`src/rtl/ptl_pkg.sv`:
```
package ptl_pkg;
    typedef enum logic [1:0] {
        PTL_BOOT_OK    = 2'd0,
        PTL_BOOT_FAULT = 2'd1,
        PTL_RUN_OK     = 2'd2,
        PTL_RUN_FAULT  = 2'd3
    } ptl_state_e;
endpackage

```
`src/rtl/ptl_sync_edge.sv`:
```
module ptl_sync_edge #(
    parameter int STAGES = 2
) (
    input  logic clk,
    input  logic rst_n,
    input  logic async_in,
    output logic level_o,
    output logic rise_o
);
    logic [STAGES-1:0] chain_q;
    logic              prev_q;

    always_ff @(posedge clk or negedge rst_n) begin
        if (!rst_n) begin
            chain_q <= '0;
            prev_q  <= 1'b0;
        end else begin
            chain_q <= {chain_q[STAGES-2:0], async_in};
            prev_q  <= chain_q[STAGES-1];
        end
    end

    assign level_o = chain_q[STAGES-1];
    assign rise_o  = chain_q[STAGES-1] & ~prev_q;

    // A rising edge lasts exactly one cycle
    assert_single_pulse_R4: assert property (@(posedge clk) disable iff (!rst_n)
        rise_o |=> !rise_o);
endmodule

```
`src/rtl/ptl_parity.sv`:
```
module ptl_parity #(
    parameter int TRIM_W = 16
) (
    input  logic [TRIM_W-1:0] bits_i,
    output logic              odd_o
);
    logic [TRIM_W:0] acc;
    assign acc[0] = 1'b0;
    for (genvar i = 0; i < TRIM_W; i++) begin : g_xor
        assign acc[i+1] = acc[i] ^ bits_i[i];
    end
    assign odd_o = acc[TRIM_W];
endmodule

```
`src/rtl/ptl_fault_fsm.sv`:
```
module ptl_fault_fsm
    import ptl_pkg::*;
(
    input  logic clk,
    input  logic rst_n,
    input  logic odd_i,
    input  logic rise_i,
    output logic fault_o,
    output logic fault_nxt_o,
    output logic valid_o
);
    ptl_state_e state_q, state_d;

    always_ff @(posedge clk or negedge rst_n) begin
        if (!rst_n) state_q <= PTL_BOOT_OK;
        else        state_q <= state_d;
    end

    always_comb begin
        state_d = state_q;
        unique case (state_q)
            PTL_BOOT_OK: begin
                if (rise_i)     state_d = odd_i ? PTL_RUN_FAULT : PTL_RUN_OK;
                else if (odd_i) state_d = PTL_BOOT_FAULT;
            end
            PTL_BOOT_FAULT: begin
                if (rise_i)     state_d = odd_i ? PTL_RUN_FAULT : PTL_RUN_OK;
            end
            PTL_RUN_OK: begin
                if (odd_i)      state_d = PTL_RUN_FAULT;
            end
            PTL_RUN_FAULT: begin
                if (rise_i && !odd_i) state_d = PTL_RUN_OK;
            end
            default:            state_d = PTL_BOOT_OK;
        endcase
    end

    always_comb begin
        fault_o     = (state_q == PTL_BOOT_FAULT) || (state_q == PTL_RUN_FAULT);
        fault_nxt_o = (state_d == PTL_BOOT_FAULT) || (state_d == PTL_RUN_FAULT);
        valid_o     = (state_q == PTL_RUN_OK)     || (state_q == PTL_RUN_FAULT);
    end

    assert_odd_sets_R2: assert property (@(posedge clk) disable iff (!rst_n)
        odd_i |=> fault_o);
    assert_hold_until_edge_R2: assert property (@(posedge clk) disable iff (!rst_n)
        (fault_o && !rise_i) |=> fault_o);
    assert_clear_blocked_R3: assert property (@(posedge clk) disable iff (!rst_n)
        (rise_i && odd_i) |=> fault_o);
    assert_clear_works_R4: assert property (@(posedge clk) disable iff (!rst_n)
        (rise_i && !odd_i) |=> !fault_o);
    assert_valid_on_edge_R6: assert property (@(posedge clk) disable iff (!rst_n)
        rise_i |=> valid_o);
    assert_valid_sticks_R6: assert property (@(posedge clk) disable iff (!rst_n)
        valid_o |=> valid_o);
    assert_valid_needs_edge_R6: assert property (@(posedge clk) disable iff (!rst_n)
        (!valid_o && !rise_i) |=> !valid_o);
endmodule

```
`src/rtl/ptl_status_monitor.sv`:
```
module ptl_status_monitor #(
    parameter int TRIM_W      = 16,
    parameter int SYNC_STAGES = 2
) (
    input  logic              clk,
    input  logic              rst_n,
    input  logic              selftest_pin,
    input  logic [TRIM_W-1:0] trim_bits,
    output logic              status_o,
    output logic              selftest_en_o,
    output logic              status_valid_o
);
    logic st_level, st_rise, par_odd, fault, fault_nxt, valid;
    logic status_q;

    ptl_sync_edge #(.STAGES(SYNC_STAGES)) u_sync (
        .clk(clk), .rst_n(rst_n), .async_in(selftest_pin),
        .level_o(st_level), .rise_o(st_rise)
    );

    ptl_parity #(.TRIM_W(TRIM_W)) u_par (
        .bits_i(trim_bits), .odd_o(par_odd)
    );

    ptl_fault_fsm u_fsm (
        .clk(clk), .rst_n(rst_n), .odd_i(par_odd), .rise_i(st_rise),
        .fault_o(fault), .fault_nxt_o(fault_nxt), .valid_o(valid)
    );

    always_ff @(posedge clk or negedge rst_n) begin
        if (!rst_n) status_q <= 1'b0;
        else        status_q <= fault_nxt | st_level;
    end

    assign status_o       = status_q;
    assign selftest_en_o  = st_level;
    assign status_valid_o = valid;

    assert_status_follows_st_R5: assert property (@(posedge clk) disable iff (!rst_n)
        st_level |=> status_o);
    assert_status_tracks_fault_R5: assert property (@(posedge clk) disable iff (!rst_n)
        !st_level |=> (status_o == fault));
    assert_reset_quiet_R8: assert property (@(posedge clk)
        !rst_n |-> (!status_o && !status_valid_o && !selftest_en_o));
endmodule

```
`config.mk`:
```
export PLATFORM = sky130hd
export DESIGN_NAME = ptl_status_monitor
export DESIGN_NICKNAME = d
export VERILOG_FILES = /design/src/rtl/ptl_pkg.sv /design/src/rtl/ptl_sync_edge.sv /design/src/rtl/ptl_parity.sv /design/src/rtl/ptl_fault_fsm.sv /design/src/rtl/ptl_status_monitor.sv
export SDC_FILE = /design/constraint.sdc
export NUM_CORES = 1
export LEC_CHECK = 0
export ABC_AREA = 0
export BUFFER_PORTS_ARGS = -buffer_cell sky130_fd_sc_hd__buf_2
export CAP_MARGIN = 40
export CORE_AREA = 2 2 39 41
export CTS_BUF_LIST = sky130_fd_sc_hd__clkbuf_4
export CTS_CLUSTER_DIAMETER = 50
export DETAILED_ROUTE_END_ITERATION = 16
export DIE_AREA = 0 0 41 43
export SLEW_MARGIN = 20
export SYNTH_ARGS = -nofsm -noshare
export SYNTH_HDL_FRONTEND = slang
export SYNTH_HIERARCHICAL = 1
export SYNTH_SLANG_ARGS = --single-unit
```
`constraint.sdc`:
```
create_clock -name clk -period 1.21 [get_ports clk]
set_clock_uncertainty 0.15 [all_clocks]
set_input_delay 0.242 -clock clk [delete_from_list [all_inputs] [get_ports clk]]
set_output_delay 0.242 -clock clk [all_outputs]
set_load 0.02 [all_outputs]
```
== After elaboration in Yosys (flattened, before gate mapping) ==
Cells that the tools add are included.
Widths: inputs -> output; s select.
Storage, ports and cells
  word-level logic and storage cells: 39
  output and inout bits: 3
  register bits after elaboration: 6
  bits of input ports: 19
Operators by class
  equality and inequality tests: 5
  reduce and logical (&&, ||, !) cells: 5
  muxes and demuxes: 7
  bitwise operators: 18
Operator list (number)
  $xor 1x1->1: 15
  $mux 2: 5
  $pmux 2 s4: 1
  $eq 2x2->1 const B: 3
  $eq 2x1->1 const B: 2
  $logic_not 2->1: 1
  $logic_or 1x1->1: 2
  $and 1x1->1: 1
  $logic_and 1x1->1: 1
  $logic_not 1->1: 1
  $mux 1: 1
  $not 1->1: 1
  $or 1x1->1: 1

== Logic depth before layout (Yosys ltp) ==
Gate-level depths: netlist (run 1).
  depth after elaboration: 22
  depth in mapped cells: 6
  depth with buffers taken out: 6

== Modules after synthesis ==
The synthesis (run 1) kept the hierarchy.
By module, submodules not included
  ptl_parity: sequential area each 0.0 um^2, instances 1, cells an instance 15, area an instance 131.4 um^2
  ptl_sync_edge: sequential area each 75.1 um^2, instances 1, cells an instance 4, area an instance 88.8 um^2
  ptl_fault_fsm: sequential area each 50.0 um^2, instances 1, cells an instance 7, area an instance 75.1 um^2
  ptl_status_monitor: sequential area each 25.0 um^2, instances 1, cells an instance 2, area an instance 31.3 um^2

== Worst setup path before layout (run 1) ==
No wires, ideal clock.
  path type: input to register
  start point: input port trim_bits[3]
  end point: register status_q (netlist: status_o)
  setup time: 0.124 ns
  path slack: -0.194 ns
  stages on the path: 6
  data arrival time: 1.129 ns
  buffers on the path: 0
  data required time: 0.936 ns
  path through: xor2_1 -> xnor2_1 -> xnor2_1 -> xnor2_1 -> a21o_1 -> or2_1
Between the ends
  longest elaborated chain between the ends: 20
  elaborated cells on any way between the ends: 26
  those cells by class: 2 x eq/ne; 7 x mux; 14 x bitwise; 3 x reduce/logical
RTL lines
  start, declared: RTL line ptl_status_monitor.sv:8  | input logic [TRIM_W-1:0] trim_bits,
  $xor 1x1->1 (*) (13 in a row): RTL line ptl_parity.sv:10  | assign acc[i+1] = acc[i] ^ bits_i[i];
  via par_odd: RTL line ptl_status_monitor.sv:13  | logic st_level, st_rise, par_odd, fault, fault_nxt, valid;
  $logic_not 1->1: RTL line ptl_fault_fsm.sv:33  | if (rise_i && !odd_i) state_d = PTL_RUN_OK;
  $logic_and 1x1->1: RTL line ptl_fault_fsm.sv:33
  $mux 2: RTL line ptl_fault_fsm.sv:33
  $pmux 2 s4 (*): RTL line ptl_fault_fsm.sv:21  | unique case (state_q)
  $eq 2x1->1 or $eq 2x2->1 (tied branches): RTL line ptl_fault_fsm.sv:41  | fault_nxt_o = (state_d == PTL_BOOT_FAULT) || (state_d == PTL_RUN_FAULT);
  $logic_or 1x1->1 (*): RTL line ptl_fault_fsm.sv:41
  via fault_nxt: RTL line ptl_status_monitor.sv:13
  $or 1x1->1 (*): RTL line ptl_status_monitor.sv:32  | else status_q <= fault_nxt | st_level;
  end signal, assigned: RTL line ptl_status_monitor.sv:32
  end, declared: RTL line ptl_status_monitor.sv:14  | logic status_q;
Mark *: on every way through the listed nets, which the timed path passes. The rest lies on a longest branch.

== Worst setup path after layout (run 1) ==
  start point: input port trim_bits[12]
  end point: register status_q (netlist: status_o)
Between the ends
  longest elaborated chain between the ends: 11
  elaborated cells on any way between the ends: 17
  those cells by class: 2 x eq/ne; 7 x mux; 5 x bitwise; 3 x reduce/logical
RTL lines (RTL line)
  $xor 1x1->1 (*) (4 in a row): ptl_parity.sv:10
  via par_odd: ptl_status_monitor.sv:13
  $logic_not 1->1: ptl_fault_fsm.sv:33
  $logic_and 1x1->1: ptl_fault_fsm.sv:33
  $mux 2: ptl_fault_fsm.sv:33
  $pmux 2 s4 (*): ptl_fault_fsm.sv:21
  $eq 2x1->1 or $eq 2x2->1 (tied branches): ptl_fault_fsm.sv:41
  $logic_or 1x1->1 (*): ptl_fault_fsm.sv:41
  via fault_nxt: ptl_status_monitor.sv:13
  $or 1x1->1 (*): ptl_status_monitor.sv:32
Marks and branches as above.

==> metrics.txt, run 1 <==
status finished, violations left; failing checks setup timing; CTS tree yes; CTS Buf Count 3; Routed Antenna Nets 0; # nets final 76; number of global-route vias before repair 275; max layer used met3; DR vias 269; max-cap violation count 0; Pleak 0.284 nW; worst endpoint data arrival time 1260 ps; Finished Core Util 0.440; IO Count 22; fin area 609 um^2; DIE WIDTH 41 um; final hold vios 0; Fmax 776 MHz; crit path buf inv count 1; routed length on met2 314 um; drt wl/cell 8.24 um; drt drc 0; final RePlAce weighted congestion 0.639; R2R depth 5; CP Cell Sequence buf_2 > xnor2_2 > xnor2_1 > xnor2_1 > xnor2_1 > a21o_1 > or2_1; Setup-failing EPs final 2; vias per inst 3.79; Worst-Skew Late Latency 240 ps; GRT overflow 0; RSZ-0062 raised after global routing true; Critical R2R Launch u_sync/chain_q[1]; row cnt 14; Tightest Pin Transition 174 ps; Tcrit/Tclk final 1.06; slowest CP cell or2_1; WL met3 88 um; worst vdd ir 419 uV; Gate Count Post-Synth 27; Slew headroom 0.883; worst-path fanout max 2; drt pass-1 iters 1; largest net degree at the start of global routing 7; most frequent CP cell xnor2_1; Initial Utilization 0.233; WL met1 183 um; worst hold path class primary input to asynchronous set/reset pin; root buffer cell clkbuf_4; fin worst setup slack -78.1 ps; Chip Height 43 um; PortBufs 21; Crit. End Element flop; worst reg-to-reg setup slack -20 ps; Syn Area/Cell 12.0 um^2; Setup WS pre-CTS -362 ps; Tmin final 1290 ps; HPWL Detailed 494 um; CTS H-tree lvls 1; number of DRC markers in iteration 0 0; final WL 585 um; core footprint 1380 um^2; share of cells above drive strength 1 0.636; fin. max-slew vios 0; die area 1760 um^2; antenna fix cells 0; Finished Layout Cells 71; deepest clock path buffer count 2; Placement Cell Area 482 um^2; placed cell count 64; GR Util All Layers 0.0841; Critical Path Start Type primary input; worst reg2reg endpoint status_o; largest delay contributor family on the critical path XOR/XNOR gates; initial antenna violation count 0; critical path required time 1190 ps; post-route setup TNS -112 ps; area grow syn2layout 88.8%; syn_nets 46; Pwr per Cell Area 1080 nW/um^2; Clock transition at path regs 40 ps; yosys warns 6; Mapped Area 323 um^2; global-route wire length before repair 972 um; clk sinks 6; Worst path max stage delay 200 ps; critical path class primary input to flop
==> per-stage QoR <==
stage               hold WS [ps]  power (mW)
detailed placement         -81.4       0.455
CTS                          199       0.669
finish                       204       0.659
global route                 217       0.714
global placement           -83.6       0.451
floorplan                   -204       0.390
==> worst max-delay path by stage <==
| stage | startpoint | to | slack (ps) | depth (start not counted) |
|---|---|---|---|---|
| after floorplan | trim_bits[3] | status_o | -180 | 6 |
| after global placement | trim_bits[3] | status_o | -350 | 7 |
| after detailed placement | trim_bits[1] | status_o | -360 | 7 |
| after CTS | trim_bits[3] | status_o | -80 | 7 |
| after global routing | trim_bits[9] | status_o | -160 | 7 |
| final | trim_bits[12] | status_o | -80 | 7 |
==> report_power, final <==
group          switching [mW]  internal, mW
Sequential            0.00794         0.230
Clock                  0.0649         0.112
Combinational          0.0933         0.151
Total                   0.166         0.493
==> placed cells by master (no fill, tap or decap) <==
| master | count |
|---|---|
| xor2_1 | 1 |
| dfrtp_1 | 6 |
| buf_4 | 2 |
| a21o_1 | 1 |
| xnor2_2 | 7 |
| or2_1 | 2 |
| inv_1 | 1 |
| xnor2_1 | 7 |
| buf_6 | 8 |
| dlygate4sd3_1 | 2 |
| clkbuf_4 | 3 |
| nor2b_4 | 1 |
| buf_2 | 14 |
==> what timing repair did <==
action                     in CTS  in global routing
hold endpoints to repair        7                  0
resized for setup               9                  3
setup buffers                   2                  0
pin swaps                       2                  1
hold buffers                    2                  0
setup endpoints to repair       2                  2
==> area by class of cell <==
| class | count | area, um^2 |
|---|---|---|
| fill | 133 | 774 |
| multi-input combinational | 19 | 218 |
| timing repair buffer | 26 | 195 |
| sequential | 6 | 150 |
| clock buffer | 3 | 22.5 |
| tap | 16 | 20.0 |
| inverter | 1 | 3.75 |
==> flip-flops by register name (all words and copies together), names as in the netlist <==
name,cells
status_o,1
u_fsm/state_q,2
u_sync/prev_q,1
u_sync/chain_q,2
==> layer usage <==
| layer | up-vias | GRT usage |
|---|---|---|
| met2 | 22 | 0.122 |
| met1 | 111 | 0.0960 |
| li1 | 136 | - |
| met3 | 0 | 0.0157 |
| met5 | - | 0 |
| met4 | 0 | 0.0800 |
(Power assumes the default switching activity.)
==> run 2: changes to the inputs <==
--- a/config.mk
+++ b/config.mk
@@ -6,13 +6,14 @@
 export NUM_CORES = 1
 export LEC_CHECK = 0
 export ABC_AREA = 0
-export BUFFER_PORTS_ARGS = -buffer_cell sky130_fd_sc_hd__buf_2
+export BUFFER_PORTS_ARGS = -buffer_cell sky130_fd_sc_hd__buf_4
 export CAP_MARGIN = 40
 export CORE_AREA = 2 2 39 41
 export CTS_BUF_LIST = sky130_fd_sc_hd__clkbuf_4
 export CTS_CLUSTER_DIAMETER = 50
 export DETAILED_ROUTE_END_ITERATION = 16
 export DIE_AREA = 0 0 41 43
+export SKIP_CTS_REPAIR_TIMING = 1
 export SLEW_MARGIN = 20
 export SYNTH_ARGS = -nofsm -noshare
 export SYNTH_HDL_FRONTEND = slang
==> metrics.txt, run 2 (synthesis results as in run 1) <==
fin worst setup slack -98.1 ps (-20.0 ps); number of global-route vias before repair 252 (-8.4%); fillers 137 (+3.0%); area of the multi-input gates 218 um^2 (unchanged); row cnt 14 (unchanged); crit path buf inv count 1 (unchanged); critical path required time 1180 ps (about the same); commonest cells after routing, fill and taps aside 18 x buf_4, 7 x xnor2_2, 7 x xnor2_1; number of DRC markers in iteration 0 0 (unchanged); RSZ-0062 raised after global routing true; Critical Path Start Type primary input; slowest CP cell or2_1; Slew headroom 0.881 (-0.00212); total power 0.671 mW (+1.7%); worst setup path startpoint trim_bits[9]; vias per inst 3.91 (+3.3%); R2R depth 4 (-1); drt drc 0 (unchanged); max-cap violation count 0 (unchanged); Pwr per Cell Area 1070 nW/um^2 (-0.93%); Fmax 764 MHz (-1.5%); largest delay contributor family on the critical path XOR/XNOR gates; final hold vios 0 (unchanged); PortBufs 21 (unchanged); worst hold path class primary input to asynchronous set/reset pin; fin. max-slew vios 0 (unchanged); Crit. End Element flop; CP endpoint status_o; Worst path max stage delay 200 ps (about the same); CTS H-tree lvls 1 (unchanged); Register Area 150 um^2 (unchanged); die area 1760 um^2 (unchanged); commonest non-fill, non-tap cell in the layout buf_4; worst vdd ir 348 uV (-17%); DIE WIDTH 41 um (unchanged); share of cells above drive strength 1 0.630 (-0.00673); Pleak 0.290 nW (+1.9%); Routed Antenna Nets 0 (unchanged); # nets final 75 (-1.3%); clk sinks 6 (unchanged); CTS tree yes; Tmin final 1310 ps (+20.0 ps); worst-path fanout max 2 (unchanged); worst endpoint data arrival time 1280 ps (+20 ps); global-route wire length before repair 890 um (-8.4%); Critical R2R Launch u_sync/chain_q[1]; largest net degree at the start of global routing 7 (unchanged); GR Util All Layers 0.0822 (-0.00194); Clock transition at path regs 40 ps (about the same); CTS Buf Count 3 (unchanged); Tightest Pin Transition 177 ps (+3.15 ps); final WL 618 um (+5.6%); top flop regs u_fsm/state_q x2, u_sync/chain_q x2; Chip Height 43 um (unchanged); antenna fix cells 0 (unchanged); area grow syn2layout 93.8%; failing checks setup timing; Setup-failing EPs final 2 (unchanged); status finished, violations left; Levels on crit path 7 (unchanged); Worst-Skew Late Latency 240 ps (about the same); post-route setup TNS -140 ps (-27.6 ps); IO Count 22 (unchanged); critical path class primary input to flop; deepest clock path buffer count 2 (unchanged); DR vias 274 (+1.9%); Tcrit/Tclk final 1.08 (+0.0165); worst reg-to-reg setup slack 50 ps (+70 ps); drt pass-1 iters 1 (unchanged); drt wl/cell 8.83 um (+7.2%); most frequent CP cell xnor2_1; GRT overflow 0 (unchanged); CP Cell Sequence buf_4 > xnor2_2 > xnor2_1 > xnor2_1 > xnor2_1 > a21o_1 > or2_1; worst reg2reg endpoint status_o; root buffer cell clkbuf_4; initial antenna violation count 0 (unchanged); core footprint 1380 um^2 (unchanged); final RePlAce weighted congestion 0.598 (-6.4%); Initial Utilization 0.233 (unchanged)
[run 2: per-layer routing]
layer / wire [um] / vias up / track usage
met1: 189 / 113 / 0.0764
met5: 0 / - / 0
met3: 91 / 2 / 0.0314
li1: - / 135 / -
met4: 19 / 0 / 0.100
met2: 318 / 24 / 0.116
[run 2: worst min path at each step]
stage                       endpoint  slack (ps)  depth (start not counted)
finish                 u_sync/prev_q         190                          2
global route           u_sync/prev_q         190                          2
CTS                    u_sync/prev_q        -360                          1
detailed placement          status_o        -100                          1
global placement    u_fsm/state_q[1]        -100                          1
floorplan                   status_o        -200                          0
[run 2: final cells by class]
cell class / instances / area share
tap: 16 / 0.0320
inverter: 1 / 0.00600
sequential: 6 / 0.240
timing repair buffer: 25 / 0.338
multi-input combinational: 19 / 0.348
clock buffer: 3 / 0.0360
[run 2: through the flow]
stage / setup WS, ps / hold WS (ps) / cell area (um^2) / util / std cells
final: -98.1 / 195 / 626 / 0.452 / 70
after global routing: -180 / 195 / 626 / 0.452 / 70
after CTS: -117 / -360 / 557 / 0.402 / 67
after detailed placement: -369 / -99.8 / 534 / 0.386 / 64
after global placement: -369 / -99.4 / 534 / 0.386 / 64
after floorplan: -181 / -204 / 353 / - / 27
[run 2: worst reg2reg max path: cells and delay by family, from the launching register on]
| family | cells | cell delay [ps] |
|---|---|---|
| AO/OA/AOI/OAI | 1 | 150 |
| buffers and inverters | 1 | 40 |
| flip-flops | 1 | 350 |
| AND/OR/NAND/NOR | 2 | 350 |
[run 2: power breakdown]
part	internal, mW	total (mW)	switching [mW]	leakage, nW
registers	0.231	0.241	0.0103	0.0631
clock network	0.112	0.174	0.0626	0.0138
logic	0.162	0.256	0.0940	0.213
total	0.504	0.671	0.167	0.290
